### src/rtl/edge_irq_ctrl.sv
module edge_irq_ctrl #(
  parameter int          DW          = 32,
  parameter int          HI_LINES    = 8,
  parameter int          AW          = 6,
  parameter logic [31:0] LO_MSK_KEEP = 32'hFFFF_FFFF,
  parameter logic [31:0] LO_TRG_KEEP = 32'h007D_FFFF,
  parameter logic [31:0] HI_MSK_KEEP = 32'h0000_00FF,
  parameter logic [31:0] HI_TRG_KEEP = 32'h0000_0078
) (
  input  logic                   clk,
  input  logic                   rst_n,
  input  logic                   bus_wr,
  input  logic [AW-1:0]          bus_addr,
  input  logic [DW-1:0]          bus_wdata,
  output logic [DW-1:0]          bus_rdata,
  input  logic [DW+HI_LINES-1:0] line_in,
  output logic [DW+HI_LINES-1:0] irq_pulse
);
  localparam int NL       = DW + HI_LINES;
  localparam int BANK_BIT = 5;

  logic [1:0][DW-1:0] rd_bank, pend_bank, imr_bank, irq_bank;
  logic [2:0] reg_idx;
  logic       aligned;

  assign reg_idx = bus_addr[4:2];
  assign aligned = (bus_addr[1:0] == 2'b00);

  for (genvar b = 0; b < 2; b++) begin : g_bank
    localparam logic [DW-1:0] MK = (b == 0) ? LO_MSK_KEEP[DW-1:0] : HI_MSK_KEEP[DW-1:0];
    localparam logic [DW-1:0] TK = (b == 0) ? LO_TRG_KEEP[DW-1:0] : HI_TRG_KEEP[DW-1:0];

    logic [DW-1:0] lvl;
    logic [DW-1:0] imr_q, emr_q, rsel_q, fsel_q, swt_q, pend_q, prev_q, irq_q;
    logic [DW-1:0] rise, fall, hw_set, sw_set, clr, set_all, pend_nx;
    logic          hit, w_imr, w_emr, w_rsel, w_fsel, w_swt, w_pend;

    if (b == 0) begin : g_lo
      assign lvl = line_in[DW-1:0];
    end else begin : g_hi
      assign lvl = {{(DW-HI_LINES){1'b0}}, line_in[NL-1:DW]};
    end

    assign hit    = bus_wr && aligned && (bus_addr[BANK_BIT] == 1'(b));
    assign w_imr  = hit && reg_idx == 3'd0;
    assign w_emr  = hit && reg_idx == 3'd1;
    assign w_rsel = hit && reg_idx == 3'd2;
    assign w_fsel = hit && reg_idx == 3'd3;
    assign w_swt  = hit && reg_idx == 3'd4;
    assign w_pend = hit && reg_idx == 3'd5;

    assign rise    = lvl & ~prev_q;
    assign fall    = ~lvl & prev_q;
    assign hw_set  = imr_q & TK & ((rise & rsel_q) | (fall & fsel_q));
    assign sw_set  = w_swt ? (bus_wdata & ~swt_q & imr_q & TK) : '0;
    assign clr     = w_pend ? (bus_wdata & TK) : '0;
    assign set_all = hw_set | sw_set;
    assign pend_nx = (pend_q & ~clr) | set_all;

    always_ff @(posedge clk) begin
      if (!rst_n) begin
        imr_q  <= '0;
        emr_q  <= '0;
        rsel_q <= '0;
        fsel_q <= '0;
        swt_q  <= '0;
        pend_q <= '0;
        prev_q <= '0;
        irq_q  <= '0;
      end else begin
        prev_q <= lvl;
        pend_q <= pend_nx;
        irq_q  <= pend_nx & ~pend_q;
        if (w_imr)  imr_q  <= bus_wdata & MK;
        if (w_emr)  emr_q  <= bus_wdata & MK;
        if (w_rsel) rsel_q <= bus_wdata & TK;
        if (w_fsel) fsel_q <= bus_wdata & TK;
        if (w_swt)  swt_q  <= bus_wdata & TK;
        else        swt_q  <= swt_q & ~clr;
      end
    end

    always_comb begin
      case (reg_idx)
        3'd0:    rd_bank[b] = imr_q;
        3'd1:    rd_bank[b] = emr_q;
        3'd2:    rd_bank[b] = rsel_q;
        3'd3:    rd_bank[b] = fsel_q;
        3'd4:    rd_bank[b] = swt_q;
        3'd5:    rd_bank[b] = pend_q;
        default: rd_bank[b] = '0;
      endcase
    end

    assign pend_bank[b] = pend_q;
    assign imr_bank[b]  = imr_q;
    assign irq_bank[b]  = irq_q;
  end

  assign bus_rdata = aligned ? rd_bank[bus_addr[BANK_BIT]] : '0;

  logic [NL-1:0] pend_lines, imr_lines;
  assign pend_lines = {pend_bank[1][HI_LINES-1:0], pend_bank[0]};
  assign imr_lines  = {imr_bank[1][HI_LINES-1:0], imr_bank[0]};
  assign irq_pulse  = {irq_bank[1][HI_LINES-1:0], irq_bank[0]};
endmodule

### config.mk
export PLATFORM = sky130hd
export DESIGN_NAME = edge_irq_ctrl
export DESIGN_NICKNAME = d
export VERILOG_FILES = /design/src/rtl/edge_irq_ctrl.sv
export SDC_FILE = /design/constraint.sdc
export NUM_CORES = 1
export LEC_CHECK = 0
export ABC_AREA = 1
export BUFFER_PORTS_ARGS = -buffer_cell sky130_fd_sc_hd__buf_2
export CORE_AREA = 2 2 148 186
export CTS_CLUSTER_SIZE = 12
export DETAILED_ROUTE_END_ITERATION = 8
export DIE_AREA = 0 0 150 188
export GPL_TIMING_DRIVEN = 0
export PLACE_DENSITY = 0.64
export SLEW_MARGIN = 30
export SYNTH_ARGS = -nofsm -noshare
export SYNTH_HDL_FRONTEND = slang
export SYNTH_SLANG_ARGS = --single-unit
### constraint.sdc
create_clock -name clk -period 1.5 [get_ports clk]
set_input_delay 0.075 -clock clk [delete_from_list [all_inputs] [get_ports clk]]
set_output_delay 0.075 -clock clk [all_outputs]
set_load 0.005 [all_outputs]
==> results_dict.tcl, run 1 <==
set metrics [dict create \
    status "finished with violations" \
    failed_checks "setup timing" \
    dp_slack_ns -0.5299 \
    syn_inst 1563 \
    setup_ws_ns -0.1040 \
    grt_usage 0.2660 \
    timing.rr.end "g_bank[0].irq_q[21]" \
    cts_max_level 1 \
    worstPathArrival_ns 1.53 \
    cap_violations 0 \
    wl_met3_mm 3.008 \
    core_area_mm2 0.02649 \
    drv_slew 0 \
    placed_cell_area_mm2 0.01154 \
    worst_pin_slew_ns 0.8484 \
    start_kind "register" \
    holdWs_ns 0.03702 \
    antenna_left 0 \
    met2_length_mm 18.38 \
    diodes 0 \
    total_power_mw 13.27 \
    met1Wirelength_mm 15.45 \
    drc 0 \
    fmax_mhz 623.5 \
    place.gp.congestion 0.9222 \
    via_per_inst 5.198 \
    fin_util 0.5024 \
    tns_ns -0.4726 \
    post-route-cell-area_mm2 0.01331 \
    cts_buffer_depth 3 \
    antenna_found_initial 0 \
    period_needed_ns 1.604 \
    grt_max_degree 13 \
    die_w_um 150 \
    cts_sinks 236 \
    layout_common_cells "nor2_1 (320), nand2_1 (318), dfxtp_1 (197)" \
    ir_drop_mv 0.6658 \
    slew_headroom 0.4344 \
    ys_types 25 \
    hp-class "input pin to register" \
    grt-ovfl-total 0 \
    layout_commonest_cell "nor2_1" \
    power_density_mw_per_mm2 996.7 \
    hold_depth 3 \
    reg2reg_depth 6 \
    rows 67 \
    hold_viol 0 \
    drtPass1Iterations 5 \
    finalCritPeriodShare 1.069 \
    vias 11170 \
    grt_pass1_vias 10550 \
    start_util 0.3953 \
    setup_viol 11 \
    place_inst 2039 \
    required_ns 1.42 \
    area_growth_pct 27.08 \
    fin_worst_skew_ns 0.02307 \
    synth_area_mm2 0.01047 \
    leakagePower_nw 5.905 \
    drive_gt1_frac 0.1913 \
    r2r-start "g_bank[0].imr_q[21]" \
    top_layer "met4" \
    ff2ff_setup_slack_ns 0.30 \
    whs_endpoint "g_bank[0].swt_q[2]" \
    grt_pass1_wl_mm 57.75 \
    final_cells 2148 \
    clk_pin_slew_ns 0.06 \
    worstSetupEndpointType "output pin" \
    clock_latency_ns 0.54 \
    hpwl_mm 25.75 \
    ys_ff_latch 236 \
    cts_tree "yes" \
    drt_iter0_drc 935 \
    yosys_warnings 0 \
    numCtsBuffers 25 \
    die-area_mm2 0.02820 \
    hp-start "bus_wdata[2]" \
    rsz0062_at_grt "true" \
    wl_mm 38.85 \
    ios 153 \
    synth_area_per_cell_um2 6.700 \
    yosysSeqAreaShare 0.4511 \
    worstPathMaxFanout 2 \
    die_h_um 188 \
    port_buffers 118 \
    crit_type "register to output pin" \
    num-nets-final 1868 \
    avgRoutedWirePerCell_um 18.09 \
    cts_root_buffer "clkbuf_16" \
]
## cell families (layout without fill, tap and decap cells)
group                  after synthesis  after routing  synth area share
buffers and inverters              247            474            0.1001
AO/OA/AOI/OAI                      308            308            0.1497
other                                1             14         0.0003581
flip-flops                         236            236            0.4511
AND/OR/NAND/NOR                    771            771            0.2987
## routing by layer
metal	GRT usage	up-vias
met4	0.1404	0
met2	0.4505	520
met1	0.3281	5133
met5	0	-
li1	-	5390
met3	0.03114	122
## how the worst max path moves through the flow
stage	cells after the start	end	start	slack [ns]
global route	7	bus_rdata[6]	g_bank[1].pend_q[6]	-0.15
finish	7	bus_rdata[6]	g_bank[1].pend_q[6]	-0.10
global placement	10	bus_rdata[7]	bus_addr[4]	-0.60
CTS	7	bus_rdata[6]	g_bank[1].pend_q[6]	-0.09
detailed placement	10	bus_rdata[7]	bus_addr[4]	-0.53
floorplan	8	g_bank[0].fsel_q[14]	bus_addr[5]	0.32
## critical path: stages (launching register included)
cell,delay (ns)
dfxtp_2,0.35
nand4_1,0.11
o21ai_1,0.11
inv_1,0.05
nand4_1,0.11
nand2_1,0.06
nand2_1,0.09
buf_2,0.12
## timing repair
item                                    in CTS  in global routing
hold buffers                                55                  0
endpoints found under the hold margin      129                  0
buffers inserted                             8                  3
endpoints found under the setup margin      32                 32
pin swaps                                   24                 24
resized for setup                           78                 84
## power by group
group	total (mW)	internal (mW)	switching [mW]
Sequential	6.37	6.34	0.0364
Combinational	0.985	0.334	0.651
Clock	5.91	3.35	2.56
Total	13.3	10.0	3.25
## sequential cells by signal (all words and copies together), names as in the netlist
register,cells
g_bank.fsel_q,26
g_bank.pend_q,26
g_bank.swt_q,26
g_bank.imr_q,40
g_bank.rsel_q,26
g_bank.irq_q,26
g_bank.prev_q,26
g_bank.emr_q,40
## Yosys cell counts (all sizes together)
library cell,count,area (um^2)
nand3,63,347.8
clkbuf,37,138.9
dfxtp,236,4725
o21a,1,7.510
and3,1,6.260
o21ai,191,955.9
nor3,40,200.2
clkinv,1,3.750
a21oi,99,495.5
nand4,12,75.07
nand2,325,1222
conb,1,3.750
buf,59,342.8
inv,150,563.0
a22oi,2,15.01
o22ai,15,93.84
nor2,330,1276
## area by class of cell
class                           count  area, um^2
Buffer                             96       585.6
Clock buffer                       38       694.4
Clock inverter                      5       53.80
Fill cell                        2688       13180
Inverter                          151       578.1
Multi-Input combinational cell   1093        4969
Sequential cell                   236        4773
Tap cell                          345       431.7
Timing Repair Buffer              184        1224
Power figures use the tool's default switching activity.
==> run 2, diff against run 1 <==
CAP_MARGIN = 10   (was not set)
RECOVER_POWER = 100   (was not set)
==> run 2 against run 1 <==
Net effect:
- the run still ends with setup timing left
- non-clock buffer count unchanged
- clock power about the same
- maximum frequency increased by 0.20%
- final cell count unchanged
- critical path depth unchanged
- first-iteration DRC count increased by 7.8%
- clock-buffer cell count unchanged
- combinational power decreased by 1%
- global-route usage unchanged
- sequential share of layout area increased by 0.15 points
- utilization decreased by 0.20 points
==> results_dict.tcl, run 2 (synthesis gave the netlist of run 1 again) <==
set metrics [dict create \
    power_density_mw_per_mm2 1001 \
    period_needed_ns 1.601 \
    wl_met3_mm 2.950 \
    start_kind "register" \
    drv_slew 0 \
    clock_latency_ns 0.54 \
    vias 11160 \
    grt_pass1_wl_mm 57.75 \
    setup_ws_ns -0.1008 \
    drtPass1Iterations 6 \
    antenna_left 0 \
    met2_length_mm 18.16 \
    worst_pin_slew_ns 0.8581 \
    num-nets-final 1868 \
    port_buffers 118 \
    antenna_found_initial 0 \
    post-route-cell-area_mm2 0.01326 \
    die-area_mm2 0.02820 \
    clk_pin_slew_ns 0.06 \
    rsz0062_at_grt "true" \
    leakagePower_nw 5.843 \
    diodes 0 \
    area_growth_pct 26.57 \
    layout_common_cells "nor2_1 (326), nand2_1 (318), dfxtp_1 (197)" \
    worstPathArrival_ns 1.53 \
    crit_type "register to output pin" \
    worstSetupEndpointType "output pin" \
    fillCellCount 2700 \
    grt_max_degree 13 \
    endpoint "bus_rdata[6]" \
    ff_latch_area_mm2 0.004773 \
    fmax_mhz 624.7 \
    grt-ovfl-total 0 \
    via_per_inst 5.195 \
    place_inst 2039 \
    top_regs "g_bank.emr_q x40, g_bank.imr_q x40" \
    die_h_um 188 \
    hold_viol 0 \
    numCtsBuffers 25 \
    dp_slack_ns -0.5299 \
    ff2ff_setup_slack_ns 0.30 \
    final_cells 2148 \
    grt_usage 0.2660 \
    rows 67 \
    place.gp.congestion 0.9222 \
    drt_iter0_drc 1008 \
    ios 153 \
    slowest_stage "dfxtp_2" \
    cts_tree "yes" \
    core_area_mm2 0.02649 \
    layout_commonest_cell "nor2_1" \
    cts_buffer_depth 3 \
    r2r-start "g_bank[0].imr_q[21]" \
    drc 0 \
    cts_max_level 1 \
    setup_viol 19 \
    multi_input_area_mm2 0.004943 \
    avgRoutedWirePerCell_um 17.97 \
    die_w_um 150 \
    grt_pass1_vias 10550 \
    max_stage_delay_ns 0.35 \
    met1Wirelength_mm 15.39 \
    timing.rr.end "g_bank[0].irq_q[21]" \
    hp-class "input pin to register" \
    failed_checks "setup timing" \
    wl_mm 38.59 \
    ir_drop_mv 0.6691 \
    cts_sinks 236 \
    path_cells "nand4_1, o21ai_1, inv_1, nand4_1, nand2_1, nand2_1, buf_2" \
    placed_cell_area_mm2 0.01154 \
    cts_root_buffer "clkbuf_16" \
    finalCritPeriodShare 1.067 \
    hpwl_mm 25.75 \
    critPathLaunch "g_bank[1].pend_q[6]" \
    status "finished with violations" \
    drive_gt1_frac 0.1758 \
    cap_violations 0 \
    total_power_mw 13.27 \
    required_ns 1.42 \
    reg2reg_depth 6 \
    slew_headroom 0.4279 \
    holdWs_ns 0.02353 \
    top_layer "met4" \
    start_util 0.3953 \
    fin_worst_skew_ns 0.02129 \
    worstPathMaxFanout 2 \
]
## run 2: timing repair
| item | CTS | global route |
|---|---|---|
| hold buffers | 55 | 0 |
| pin swaps | 24 | 24 |
| resized for setup | 78 | 84 |
| endpoints found under the hold margin | 129 | 0 |
| setup endpoints to repair | 32 | 32 |
| buffers inserted | 8 | 3 |
## run 2: critical path, delay by kind of cell (launching register included)
kind	cells	cell delay (ns)
buffers and inverters	2	0.17
AO/OA/AOI/OAI	1	0.11
AND/OR/NAND/NOR	4	0.35
flip-flops	1	0.35
## run 2: worst min path at each step
stage                     cells past startpoint    startpoint                   end  slack [ns]
after floorplan                               2    line_in[0]   g_bank[0].prev_q[0]        0.17
after global placement                        3   line_in[12]  g_bank[0].prev_q[12]        0.28
after detailed placement                      3    line_in[8]   g_bank[0].prev_q[8]        0.29
after CTS                                     3  bus_wdata[2]    g_bank[0].swt_q[2]        0.02
after global routing                          3  bus_wdata[2]    g_bank[0].swt_q[2]        0.03
final                                         3  bus_wdata[2]    g_bank[0].swt_q[2]        0.02
## run 2: cell type report
type                    count  area share
multi-input cells        1093      0.3729
flip-flops and latches    236      0.3601
repair buffers            184     0.09090
clock buffers              38     0.05239
inverters                 151     0.04361
plain buffers              96     0.04342
well taps                 345     0.03257
clock inverters             5    0.004059
## run 2: through the flow
step,setup TNS (ns),utilization
2_1_floorplan,0,-
3_5_place_dp,-27.54,0.4358
5_1_grt,-2.469,0.5004
4_1_cts,-0.5539,0.4942
3_3_place_gp,-27.00,0.4358
6_report,-0.6240,0.5004
## run 2: layer usage
layer,track usage,up-vias
met5,0,-
met4,0.1404,0
met3,0.03114,133
met2,0.4505,533
met1,0.3281,5104
li1,-,5388
## run 2: power by group
part	internal (mW)	switching [mW]	total (mW)	leakage, nW
combinational	0.331	0.643	0.973	3.55
clock	3.35	2.58	5.92	0.366
sequential	6.34	0.0363	6.37	1.93
total	10.0	3.26	13.3	5.84
==> run 3, diff against run 2 <==
clock period = 1.64 ns   (was 1.5 ns; I/O delays follow)
==> run 3 against run 2 <==
Net effect:
- the flow now finishes without violations
- flip-flop and latch count is the same
- worst setup slack improved by 0.12 ns
- clock power down 8.6%
- wire length decreased by 0.16%
- via count fell by 0.39%
- final cell count shrank 0.23%
- sequential share of layout area is 0.34 points higher
- first-iteration DRC count rose by 10%
- largest power group unchanged
==> results_dict.tcl, run 3 (synthesis gave the netlist of run 1 again) <==
set metrics [dict create \
    period_needed_ns 1.621 \
    ir_drop_mv 0.6194 \
    drive_gt1_frac 0.1479 \
    fillCellCount 2735 \
    rows 67 \
    cap_violations 0 \
    post-route-cell-area_mm2 0.01303 \
    cts_buffer_depth 3 \
    slew_headroom 0.4365 \
    numCtsBuffers 25 \
    placed_cell_area_mm2 0.01154 \
    drt_iter0_drc 1112 \
    fin_worst_skew_ns 0.02342 \
    cts_tree "yes" \
    required_ns 1.56 \
    ios 153 \
    rsz0062_at_grt "true" \
    worstSetupEndpointType "output pin" \
    die-area_mm2 0.02820 \
    power_density_mw_per_mm2 929.1 \
    port_buffers 118 \
    worstPathArrival_ns 1.54 \
    hpwl_mm 25.75 \
    clk_pin_slew_ns 0.06 \
    grt_pass1_vias 10470 \
    antenna_left 0 \
    via_per_inst 5.186 \
    total_power_mw 12.11 \
    die_h_um 188 \
    antenna_found_initial 0 \
    grt_max_degree 13 \
    setup_viol 0 \
    worst_pin_slew_ns 0.8452 \
    start_kind "register" \
    finalCritPeriodShare 0.9882 \
    core_area_mm2 0.02649 \
    drtPass1Iterations 5 \
    crit_type "register to output pin" \
    die_w_um 150 \
    cts_sinks 236 \
    num-nets-final 1863 \
    worstPathMaxFanout 3 \
    area_growth_pct 24.46 \
    grt-ovfl-total 0 \
    grt_pass1_wl_mm 57.53 \
    diodes 0 \
    tns_ns 0 \
    top_regs "g_bank.emr_q x40, g_bank.imr_q x40" \
    cts_root_buffer "clkbuf_16" \
    wl_mm 38.53 \
    hold_viol 0 \
    clock_latency_ns 0.54 \
    status "completed" \
    drc 0 \
    avgRoutedWirePerCell_um 17.98 \
    place.gp.congestion 0.9222 \
    cts_max_level 1 \
    holdWs_ns 0.04745 \
    fin_util 0.4920 \
    start_util 0.3953 \
    layout_common_cells "nor2_1 (324), nand2_1 (321), dfxtp_1 (225)" \
    leakagePower_nw 5.815 \
    vias 11110 \
    grt_usage 0.2649 \
    layout_commonest_cell "nor2_1" \
    fmax_mhz 617.0 \
    hp-class "input pin to register" \
    drv_slew 0 \
]
==> run 3: changes by cell type in the layout (fill, tap and decap cells not counted), sizes merged <==
cell / delta
clkbuf: -26
buf: +21
==> run 3: where the power goes <==
part	switching, mW	internal, mW	total (mW)
logic	0.579	0.296	0.875
clock network	2.35	3.06	5.41
registers	0.0331	5.80	5.83
==> run 3: repair_timing <==
| item | 4_1_cts | 5_1_grt |
|---|---|---|
| hold buffers | 55 | 0 |
| setup buffers | 1 | 5 |
| pin swaps | 0 | 8 |
| gates resized for setup | 27 | 45 |
| endpoints found under the hold margin | 125 | 0 |
| gates cloned | 0 | 0 |
| endpoints found under the setup margin | 30 | 28 |
==> run 3: layer usage <==
layer  wire length (um)  track usage  vias up  part of all wire
met3               2969      0.03090      118             0.077
li1                   -            -     5377                 -
met1              15360       0.3284     5050              0.40
met5                  0            0        -                 0
met4               1814       0.1277        0             0.047
met2              18380       0.4528      569              0.48
==> run 3: layout make-up <==
| class | instances | area [um^2] | area share |
|---|---|---|---|
| buffer | 96 | 540.5 | 0.04147 |
| clock buffer | 38 | 694.4 | 0.05328 |
| clock inverter | 5 | 53.80 | 0.004128 |
| inverter | 151 | 570.5 | 0.04377 |
| multi-input combinational | 1093 | 4818 | 0.3697 |
| sequential | 236 | 4738 | 0.3635 |
| tap | 345 | 431.7 | 0.03312 |
| timing repair buffer | 179 | 1186 | 0.09100 |
==> run 3: worst max-delay path, cell delays in order (launching register included) <==
cell	delay [ns]
dfxtp_2	0.34
nand4_1	0.12
o21ai_1	0.13
a21oi_1	0.07
a21oi_2	0.20
buf_2	0.15
==> run 3: final timing paths <==
kind	start	to	slack, ns	cells after the start
max	g_bank[0].pend_q[0]	bus_rdata[0]	0.02	5
min reg2reg	g_bank[1].pend_q[5]	g_bank[1].irq_q[5]	0.43	1
min	bus_wdata[2]	g_bank[0].swt_q[2]	0.05	3
max reg2reg	g_bank[0].imr_q[21]	g_bank[0].irq_q[21]	0.40	6
==> run 3: per-stage QoR <==
step                worst slack [ns]  std cells
floorplan                     0.4563       1576
global placement             -0.4752       2039
detailed placement           -0.4039       2039
CTS                         0.001897       2138
global route                -0.02774       2143
finish                       0.01931       2143
